File: src/rtl/eint_pkg.sv
package eint_pkg;

  localparam logic [2:0] TRIG_LVL_LO = 3'd0;
  localparam logic [2:0] TRIG_LVL_HI = 3'd1;
  localparam logic [2:0] TRIG_FALL   = 3'd2;
  localparam logic [2:0] TRIG_RISE   = 3'd3;
  localparam logic [2:0] TRIG_BOTH   = 3'd4;
  localparam logic [2:0] TRIG_NONE   = 3'd7;

  localparam logic [1:0] GRP_CFG  = 2'd0;
  localparam logic [1:0] GRP_MASK = 2'd1;
  localparam logic [1:0] GRP_PEND = 2'd2;

  // Decide whether a lane raises an event this cycle.
  function automatic logic trig_hit(input logic [2:0] mode,
                                    input logic cur, input logic prv);
    logic h;
    case (mode)
      TRIG_LVL_LO: h = ~cur;
      TRIG_LVL_HI: h = cur;
      TRIG_FALL:   h = ~cur & prv;
      TRIG_RISE:   h = cur & ~prv;
      TRIG_BOTH:   h = cur ^ prv;
      default:     h = 1'b0;
    endcase
    return h;
  endfunction

endpackage

File: src/rtl/eint_rst_sync.sv
module eint_rst_sync (
  input  logic clk,
  input  logic rst_n_i,
  output logic rst_n_o
);
  logic [1:0] stage_q;

  always_ff @(posedge clk or negedge rst_n_i) begin
    if (!rst_n_i) stage_q <= 2'b00;
    else          stage_q <= {stage_q[0], 1'b1};
  end

  assign rst_n_o = stage_q[1];
endmodule

File: src/rtl/eint_sync.sv
module eint_sync #(
  parameter int W = 32
) (
  input  logic         clk,
  input  logic         rst_n,
  input  logic [W-1:0] pins_i,
  output logic [W-1:0] cur_o,
  output logic [W-1:0] prv_o
);
  logic [W-1:0] meta_q, cur_q, prv_q;

  always_ff @(posedge clk or negedge rst_n) begin
    if (!rst_n) begin
      meta_q <= '0;
      cur_q  <= '0;
      prv_q  <= '0;
    end else begin
      meta_q <= pins_i;
      cur_q  <= meta_q;
      prv_q  <= cur_q;
    end
  end

  assign cur_o = cur_q;
  assign prv_o = prv_q;
endmodule

File: src/rtl/eint_bank.sv
module eint_bank
  import eint_pkg::*;
#(
  parameter int LANES = 8,
  parameter int DW    = 32
) (
  input  logic             clk,
  input  logic             rst_n,
  input  logic             cfg_we,
  input  logic             mask_we,
  input  logic             pend_we,
  input  logic [DW-1:0]    wdata,
  input  logic [LANES-1:0] cur_i,
  input  logic [LANES-1:0] prv_i,
  output logic [DW-1:0]    cfg_rd,
  output logic [LANES-1:0] mask_o,
  output logic [LANES-1:0] pend_o
);
  localparam int NIB = 4;
  localparam int CFG_BITS = NIB * LANES;

  logic [2:0]       mode_q [LANES];
  logic [2:0]       mode_d [LANES];
  logic [LANES-1:0] mask_q, mask_d;
  logic [LANES-1:0] pend_q, pend_d;
  logic [LANES-1:0] hit;
  logic [LANES-1:0] clr;

  always_comb begin
    for (int l = 0; l < LANES; l++) begin
      mode_d[l] = cfg_we ? wdata[NIB*l +: 3] : mode_q[l];
    end
    mask_d = mask_we ? wdata[LANES-1:0] : mask_q;
    clr    = pend_we ? wdata[LANES-1:0] : '0;
    pend_d = (pend_q & ~clr) | hit;
  end

  always_ff @(posedge clk or negedge rst_n) begin
    if (!rst_n) begin
      for (int l = 0; l < LANES; l++) mode_q[l] <= TRIG_NONE;
    end else if (cfg_we) begin
      for (int l = 0; l < LANES; l++) mode_q[l] <= mode_d[l];
    end
  end

  always_ff @(posedge clk or negedge rst_n) begin
    if (!rst_n)       mask_q <= '1;
    else if (mask_we) mask_q <= mask_d;
  end

  always_ff @(posedge clk or negedge rst_n) begin
    if (!rst_n) pend_q <= '0;
    else        pend_q <= pend_d;
  end

  for (genvar l = 0; l < LANES; l++) begin : g_lane
    assign hit[l] = trig_hit(mode_q[l], cur_i[l], prv_i[l]);
    assign cfg_rd[NIB*l +: NIB] = {1'b0, mode_q[l]};


    pend_sticky_chk: assert property (@(posedge clk) disable iff (!rst_n)
      (pend_q[l] && !(pend_we && wdata[l])) |=> pend_q[l]);

    pend_w1c_chk: assert property (@(posedge clk) disable iff (!rst_n)
      (pend_we && wdata[l] && !hit[l]) |=> !pend_q[l]);

    no_trig_chk: assert property (@(posedge clk) disable iff (!rst_n)
      (mode_q[l] >= 3'd5 && !pend_q[l]) |=> !pend_q[l]);

    rise_set_chk: assert property (@(posedge clk) disable iff (!rst_n)
      (mode_q[l] == TRIG_RISE && cur_i[l] && !prv_i[l]) |=> pend_q[l]);
  end

  if (DW > CFG_BITS) begin : g_cfg_pad
    assign cfg_rd[DW-1:CFG_BITS] = '0;
  end

  logic unused_wdata;
  assign unused_wdata = ^wdata;

  assign mask_o = mask_q;
  assign pend_o = pend_q;
endmodule

File: src/rtl/ext_irq_ctrl.sv
module ext_irq_ctrl
  import eint_pkg::*;
#(
  parameter int NUM_PINS   = 32,
  parameter int LANES      = 8,
  parameter int NUM_DIRECT = 16,
  parameter int DW         = 32,
  parameter int ADDR_W     = 6
) (
  input  logic                  clk,
  input  logic                  rst_n,
  input  logic [NUM_PINS-1:0]   pins,
  input  logic                  reg_we,
  input  logic [ADDR_W-1:0]     reg_addr,
  input  logic [DW-1:0]         reg_wdata,
  output logic [DW-1:0]         reg_rdata,
  output logic [NUM_DIRECT-1:0] irq_direct,
  output logic                  irq_shared
);
  localparam int NUM_BANKS = NUM_PINS / LANES;
  localparam int BANK_W    = (NUM_BANKS > 1) ? $clog2(NUM_BANKS) : 1;
  localparam int GRP_LSB   = 2 + BANK_W;

  logic rst_n_int;
  logic [NUM_PINS-1:0] cur, prv;
  logic [NUM_PINS-1:0] pend_all, mask_all, active;
  logic [1:0]          grp;
  logic [BANK_W-1:0]   bank_sel;

  logic [DW-1:0]    cfg_rd_b  [NUM_BANKS];
  logic [LANES-1:0] mask_b    [NUM_BANKS];
  logic [LANES-1:0] pend_b    [NUM_BANKS];

  eint_rst_sync u_rst (
    .clk     (clk),
    .rst_n_i (rst_n),
    .rst_n_o (rst_n_int)
  );

  eint_sync #(.W(NUM_PINS)) u_sync (
    .clk    (clk),
    .rst_n  (rst_n_int),
    .pins_i (pins),
    .cur_o  (cur),
    .prv_o  (prv)
  );

  assign grp      = reg_addr[GRP_LSB +: 2];
  assign bank_sel = reg_addr[2 +: BANK_W];

  for (genvar b = 0; b < NUM_BANKS; b++) begin : g_bank
    logic sel;
    assign sel = (bank_sel == BANK_W'(b));

    eint_bank #(.LANES(LANES), .DW(DW)) u_bank (
      .clk     (clk),
      .rst_n   (rst_n_int),
      .cfg_we  (reg_we && sel && grp == GRP_CFG),
      .mask_we (reg_we && sel && grp == GRP_MASK),
      .pend_we (reg_we && sel && grp == GRP_PEND),
      .wdata   (reg_wdata),
      .cur_i   (cur[b*LANES +: LANES]),
      .prv_i   (prv[b*LANES +: LANES]),
      .cfg_rd  (cfg_rd_b[b]),
      .mask_o  (mask_b[b]),
      .pend_o  (pend_b[b])
    );

    assign pend_all[b*LANES +: LANES] = pend_b[b];
    assign mask_all[b*LANES +: LANES] = mask_b[b];
  end

  always_comb begin
    case (grp)
      GRP_CFG:  reg_rdata = cfg_rd_b[bank_sel];
      GRP_MASK: reg_rdata = {{(DW-LANES){1'b0}}, mask_b[bank_sel]};
      GRP_PEND: reg_rdata = {{(DW-LANES){1'b0}}, pend_b[bank_sel]};
      default:  reg_rdata = '0;
    endcase
  end

  assign active     = pend_all & ~mask_all;
  assign irq_direct = active[NUM_DIRECT-1:0];
  assign irq_shared = |active[NUM_PINS-1:NUM_DIRECT];

  logic unused_addr;
  assign unused_addr = ^reg_addr[1:0];


  mask_hi_zero_chk: assert property (@(posedge clk) disable iff (!rst_n_int)
    (grp == GRP_MASK) |-> (reg_rdata[DW-1:LANES] == '0));

  pend_hi_zero_chk: assert property (@(posedge clk) disable iff (!rst_n_int)
    (grp == GRP_PEND) |-> (reg_rdata[DW-1:LANES] == '0));

  void_grp_chk: assert property (@(posedge clk) disable iff (!rst_n_int)
    (grp == 2'd3) |-> (reg_rdata == '0));

  shared_idle_chk: assert property (@(posedge clk) disable iff (!rst_n_int)
    (pend_all[NUM_PINS-1:NUM_DIRECT] == '0) |-> !irq_shared);
endmodule

File: config.mk
export PLATFORM = sky130hd
export DESIGN_NAME = ext_irq_ctrl
export DESIGN_NICKNAME = d
export VERILOG_FILES = /design/src/rtl/eint_pkg.sv /design/src/rtl/eint_rst_sync.sv /design/src/rtl/eint_sync.sv /design/src/rtl/eint_bank.sv /design/src/rtl/ext_irq_ctrl.sv
export SDC_FILE = /design/constraint.sdc
export NUM_CORES = 1
export LEC_CHECK = 0
export CAP_MARGIN = 30
export CORE_MARGIN = 2
export CORE_UTILIZATION = 55
export DETAILED_ROUTE_END_ITERATION = 10
export DONT_BUFFER_PORTS = 1
export PLACE_DENSITY_LB_ADDON = 0.1
export SLEW_MARGIN = 20
export SYNTH_ARGS = -nofsm -noshare
export SYNTH_HDL_FRONTEND = slang
export SYNTH_HIERARCHICAL = 1
export SYNTH_SLANG_ARGS = --single-unit
File: constraint.sdc
create_clock -name clk -period 8.8 [get_ports clk]
set_input_delay 0 -clock clk [delete_from_list [all_inputs] [get_ports clk]]
set_output_delay 0 -clock clk [all_outputs]
set_load 0.01 [all_outputs]
**Yosys cells after proc, flatten, opt, wreduce, memory -nomap -nowiden**

Index checks and enable logic that the tools add are counted.
Widths: inputs -> output; s select.

- Reduce and logical (&&, ||, !) cells: 51
- Order comparisons: 1
- Mux-type cells: 46
- Equal/unequal tests: 133
- Bitwise operators: 175

Operators by type and width:

| kind | number |
|---|---|
| $eq 3x2->1 const B | 64 |
| $pmux 1 s5 | 32 |
| $eq 3x1->1 const B | 32 |
| $eq 3x3->1 const B | 32 |
| $logic_not 3->1 | 32 |
| $pmux 32 s3 | 1 |
| $and 1x1->1 | 64 |
| $bmux 32 s2 | 1 |
| $mux 32 | 2 |
| $mux 8 | 8 |
| $not 1->1 | 64 |
| $and 32x32->32 | 1 |
| $and 8x8->8 | 4 |
| $bmux 8 s2 | 2 |
| $not 32->32 | 1 |
| $not 8->8 | 4 |
| $or 8x8->8 | 4 |
| $xor 1x1->1 | 32 |
| $logic_and 1x1->1 | 16 |
| $reduce_or 16->1 | 1 |
| $eq 2x2->1 const B | 3 |
| $eq 2x1->1 const B | 2 |
| $logic_not 2->1 | 2 |
| $ge 3x3->1 const B | 1 |
| $not 2->3 | 1 |

- Flip-flop bits (word level): 258
- Word-level logic and storage cells: 450
- Output and inout port bits: 49

**Longest topological paths before layout**

- Depth after elaboration: 7
- Depth in mapped cells: 8
- Depth with buffers taken out: 6

**Hierarchy**

The synthesis kept the hierarchy.

Modules (own cells, without submodules):

| module | times used | area each (µm²) | cells each |
|---|---|---|---|
| eint_bank | 4 | 2292.2 | 175 |
| eint_sync | 1 | 2402.3 | 96 |
| ext_irq_ctrl | 1 | 1786.7 | 171 |
| eint_rst_sync | 1 | 53.8 | 3 |

**Worst setup path before layout**

No wires, ideal clock.

- Path kind: in2reg
- Start point: input reg_addr[3]
- End point: register g_bank[3].u_bank.mode_q (netlist bit g_bank[3].u_bank/cfg_rd[0])
- Arrival time: 1.283 ns
- Setup time: 0.082 ns
- Stages: 7
- Path slack: 7.435 ns
- Cells stage by stage: buf_2 buf_1 nand2_1 nor2_1 buf_6 buf_12 mux2_4

- Longest elaborated chain between the ends: 3

Ends and longest elaborated chain:

| what | line | source |
|---|---|---|
| from (decl) | ext_irq_ctrl.sv:14 | `input logic [ADDR_W-1:0] reg_addr,` |
| $eq 2x2->1 | ext_irq_ctrl.sv:53 | `assign sel = (bank_sel == BANK_W'(b));` |
| $logic_and 1x1->1 (2 in a row) | ext_irq_ctrl.sv:58 | `.cfg_we (reg_we && sel && grp == GRP_CFG),` |
| to (decl) | eint_bank.sv:22 | `logic [2:0] mode_q [LANES];` |

No other way between the ends.
A chain may end at the register's enable or synchronous reset.

**Final worst setup path**

- Start point: register g_bank[3].u_bank.mask_q[3]
- End point: output irq_shared

- Longest elaborated chain between the ends: 3

Ends and longest elaborated chain:

| what | line | source |
|---|---|---|
| from (decl) | eint_bank.sv:24 | `logic [LANES-1:0] mask_q, mask_d;` |
| from (signal assigned) | eint_bank.sv:48 | `else if (mask_we) mask_q <= mask_d;` |
| $not 32->32 | ext_irq_ctrl.sv:82 | `assign active = pend_all & ~mask_all;` |
| $and 32x32->32 | ext_irq_ctrl.sv:82 |  |
| $reduce_or 16->1 | ext_irq_ctrl.sv:84 | `assign irq_shared = \|active[NUM_PINS-1:NUM_DIRECT];` |
| to (decl) | ext_irq_ctrl.sv:18 | `output logic irq_shared` |

No other way between the ends.

==> key figures <==
Outcome
  – Status: finished clean

Global route
  – First-pass GRT wire length: 47,500 µm
  – Antenna violations before repair: 1
  – Largest net degree at the start of global routing: 149
  – Vias in the first global route: 8,291
  – Total track usage: 23.8%
  – Gr ovfl total: 0

Final layout
  – Share of layout cells above drive strength 1: 36.4%
  – Fill cell count: 1,885
  – Area growth from synthesis to layout: 14.2%
  – Final Net Count: 1,201
  – Finished Layout Cells: 1,412

Detailed routing
  – TritonRoute pass-1 iters: 4
  – Initial drt markers: 493
  – DR DRC count: 0
  – Vias per inst: 5.57
  – Vias: 7,862
  – WL final: 29,700 µm
  – Wire per inst: 21.0 µm
  – Post-DRT Antenna Nets: 0

Place
  – Placed cell count: 1,266
  – GP Congestion: 0.778
  – Port Buffers: 0
  – Dpl hpwl: 18,900 µm

Setup path
  – Buf/Inv on CP: 1
  – CP max FO: 3
  – Stages on the worst setup path: 3
  – Critical Path Sink Type: primary output
  – Critical Path, Cell by Cell: inv_1, a2111oi_0, nand4_1
  – Req. time, crit path: 8.80 ns
  – R2r worst-path depth: 1
  – CP Launch Type: flip-flop
  – Setup Crit Path Kind: reg -> out
  – CP top delay family: compound AO/OA/AOI/OAI gates
  – Slowest cell on the critical path: a2111oi_0
  – Worst stage delay on the critical path: 0.74 ns
  – WP data arrival: 2.29 ns

STA
  – Min cycle time layout: 2.29 ns
  – Final Setup Violations: 0
  – Setup TNS: 0 ns
  – Final Skew: 0.00929 ns
  – Max Slew Vio Count: 0
  – Tcrit/Tclk final: 26.0%
  – Slew HR: 32.0%
  – Fmax achieved: 437 MHz
  – Pin slew with the least headroom to its limit: 1.02 ns
  – Final Hold Fails: 0
  – RSZ-0062 raised after global routing: false

Pwr
  – Power Dens Cells: 221 mW/mm²
  – Max VDD drop: 154 µV
  – Static Leak: 6.36 nW

Floorplan
  – Die H: 160 µm
  – Chip width: 160 µm
  – Initial Util: 55.6%
  – # rows: 57
  – Core area: 0.0241 mm²
  – IO Count: 122
  – Die area: 0.0256 mm²

Clocking
  – Worst skew pair latency: 0.54 ns
  – Sink Count: 258
  – Clock Tree Buf Depth: 3
  – Post_cts resized: 0
  – CTS Buf Count: 29
  – Clock Pin Slew Worst Setup and Hold Paths: 0.06 ns
  – Clock root buffer: clkbuf_16
  – H-tree depth: 1
  – TritonCTS clock tree: done

Hold path
  – Hold path cells: 1
  – Tightest Hold Check Type: in -> reg

Logic synthesis
  – Synth Cell Area: 0.0134 mm²
  – Mean Syn Cell Area: 13.8 µm²
  – Post-synthesis instance total: 970
  – Sequential area share after synthesis: 49.3%
  – FF+latch count, synth: 258
  – Unique masters post-synth: 30
  – Yosys warning total: 6

Run
  – Max cap viols: 0
## repair_timing
item | CTS | global route
endpoints found under the setup margin | 0 | 0
hold endpoints to repair | 194 | 2
buffers inserted | 0 | 0
hold buffers | 88 | 1
## cells by family (layout without fill, tap and decap cells)
group / count (synthesis) / in the layout / synth area share (%)
buffers and inverters: 137 / 226 / 6.33
AOI/OAI and AO/OA: 80 / 80 / 4.14
DFF: 258 / 258 / 49.3
and+or+nand+nor: 190 / 190 / 8.50
xor gates and xnor gates: 28 / 28 / 1.83
adders and majority gates: 64 / 64 / 5.97
muxes: 208 / 208 / 23.8
other: 5 / 34 / 0.140
## stage by stage
step           cell area, µm²  power [W]  util, %  hold slack [ns]  setup WS (ns)
6_report                15300    0.00339     63.5           0.0211           6.51
5_1_grt                 15300    0.00355     63.5          0.00840           6.32
4_1_cts                 15300    0.00343     63.4         0.000405           6.47
3_5_place_dp            13500    0.00221     56.0           -0.296           5.89
3_3_place_gp            13500    0.00219     55.8           -0.296           5.93
2_1_floorplan           13500    0.00209        -           -0.296           1.30
## cells in the final DEF, fill, tap and decap left out, types with 33 or more instances in the layout
cell type and instances:
dfrtp_1 129, dfstp_2 128, dlygate4sd3_1 89, mux2_4 80, mux2_2 76, inv_1 68, ha_1 64, nand2_1 52
mux4_2 47, a21oi_1 36, conb_1 33
## final cells by class
type                            instances  area (µm²)  area share, %
Sequential cell                       258        6620           43.2
Multi-Input combinational cell        603        6090           39.7
Timing Repair Buffer                  104        1030           6.74
Clock buffer                           47         873           5.70
Tap cell                              324         405           2.65
Inverter                               68         255           1.67
Clock inverter                          7        41.3          0.270
Antenna cell                            1        2.50         0.0163
## registers in the layout, indices dropped and copies added (netlist names)
signal,count
u_sync/meta_q,32
g_bank.u_bank/cfg_rd,96
u_sync/cur_o,32
g_bank.u_bank/pend_o,32
g_bank.u_bank/mask_o,32
u_sync/prv_o,32
u_rst/stage_q,2
## per-layer routing
layer	wire length [µm]	track usage (%)	share of wire (%)	vias to the layer above
li1	-	-	-	3597
met1	13100	33.1	44	4062
met5	0	0	0	-
met2	14500	39.2	49	160
met3	1340	3.95	4.5	43
met4	688	6.27	2.3	0
## synthesized netlist by cell type
library cell | instances | area (µm²)
nand2_1 | 52 | 195
buf_12 | 9 | 180
buf_2 | 12 | 60.1
mux4_2 | 47 | 1060
nor4b_1 | 32 | 280
clkbuf_1 | 7 | 26.3
dfstp_2 | 128 | 3360
and2_1 | 24 | 150
nor2b_1 | 30 | 188
dfrtp_1 | 130 | 3250
mux4_1 | 1 | 26.3
buf_6 | 6 | 67.6
buf_4 | 34 | 255
nand4_1 | 1 | 6.26
buf_1 | 1 | 3.75
nor2_1 | 14 | 52.6
inv_1 | 68 | 255
nor3_1 | 3 | 15.0
nand3b_1 | 32 | 240
xor2_1 | 28 | 245
a21oi_1 | 36 | 180
conb_1 | 5 | 18.8
nand2b_1 | 2 | 12.5
mux2_4 | 80 | 1200
mux2_1 | 4 | 45.0
ha_1 | 64 | 801
a22oi_1 | 8 | 60.1
a2111oi_0 | 4 | 35.0
o311ai_1 | 32 | 280
mux2_2 | 76 | 856
## final timing paths
path | from | end | slack (ns)
max in group asynchronous | u_rst/stage_q[1] | u_sync/cur_o[27] | 7.22
min | pins[11] | u_sync/meta_q[11] | 0.02
min reg2reg | u_rst/stage_q[1] | u_sync/cur_o[13] | 0.32
max reg2reg | u_rst/stage_q[1] | u_sync/cur_o[27] | 7.22
max | g_bank[3].u_bank/mask_o[3] | irq_shared | 6.51
min in group asynchronous | rst_n | u_rst/stage_q[1] | 0.21
## report_power, final
group / switching (W) / internal, W / total, W / leakage [nW]
combinational: 0.000203 / 0.000359 / 0.000562 / 3.14
sequential: 0.000209 / 0.00147 / 0.00168 / 2.77
clock: 0.000480 / 0.000675 / 0.00115 / 0.451
Power figures use the tool's default switching activity.
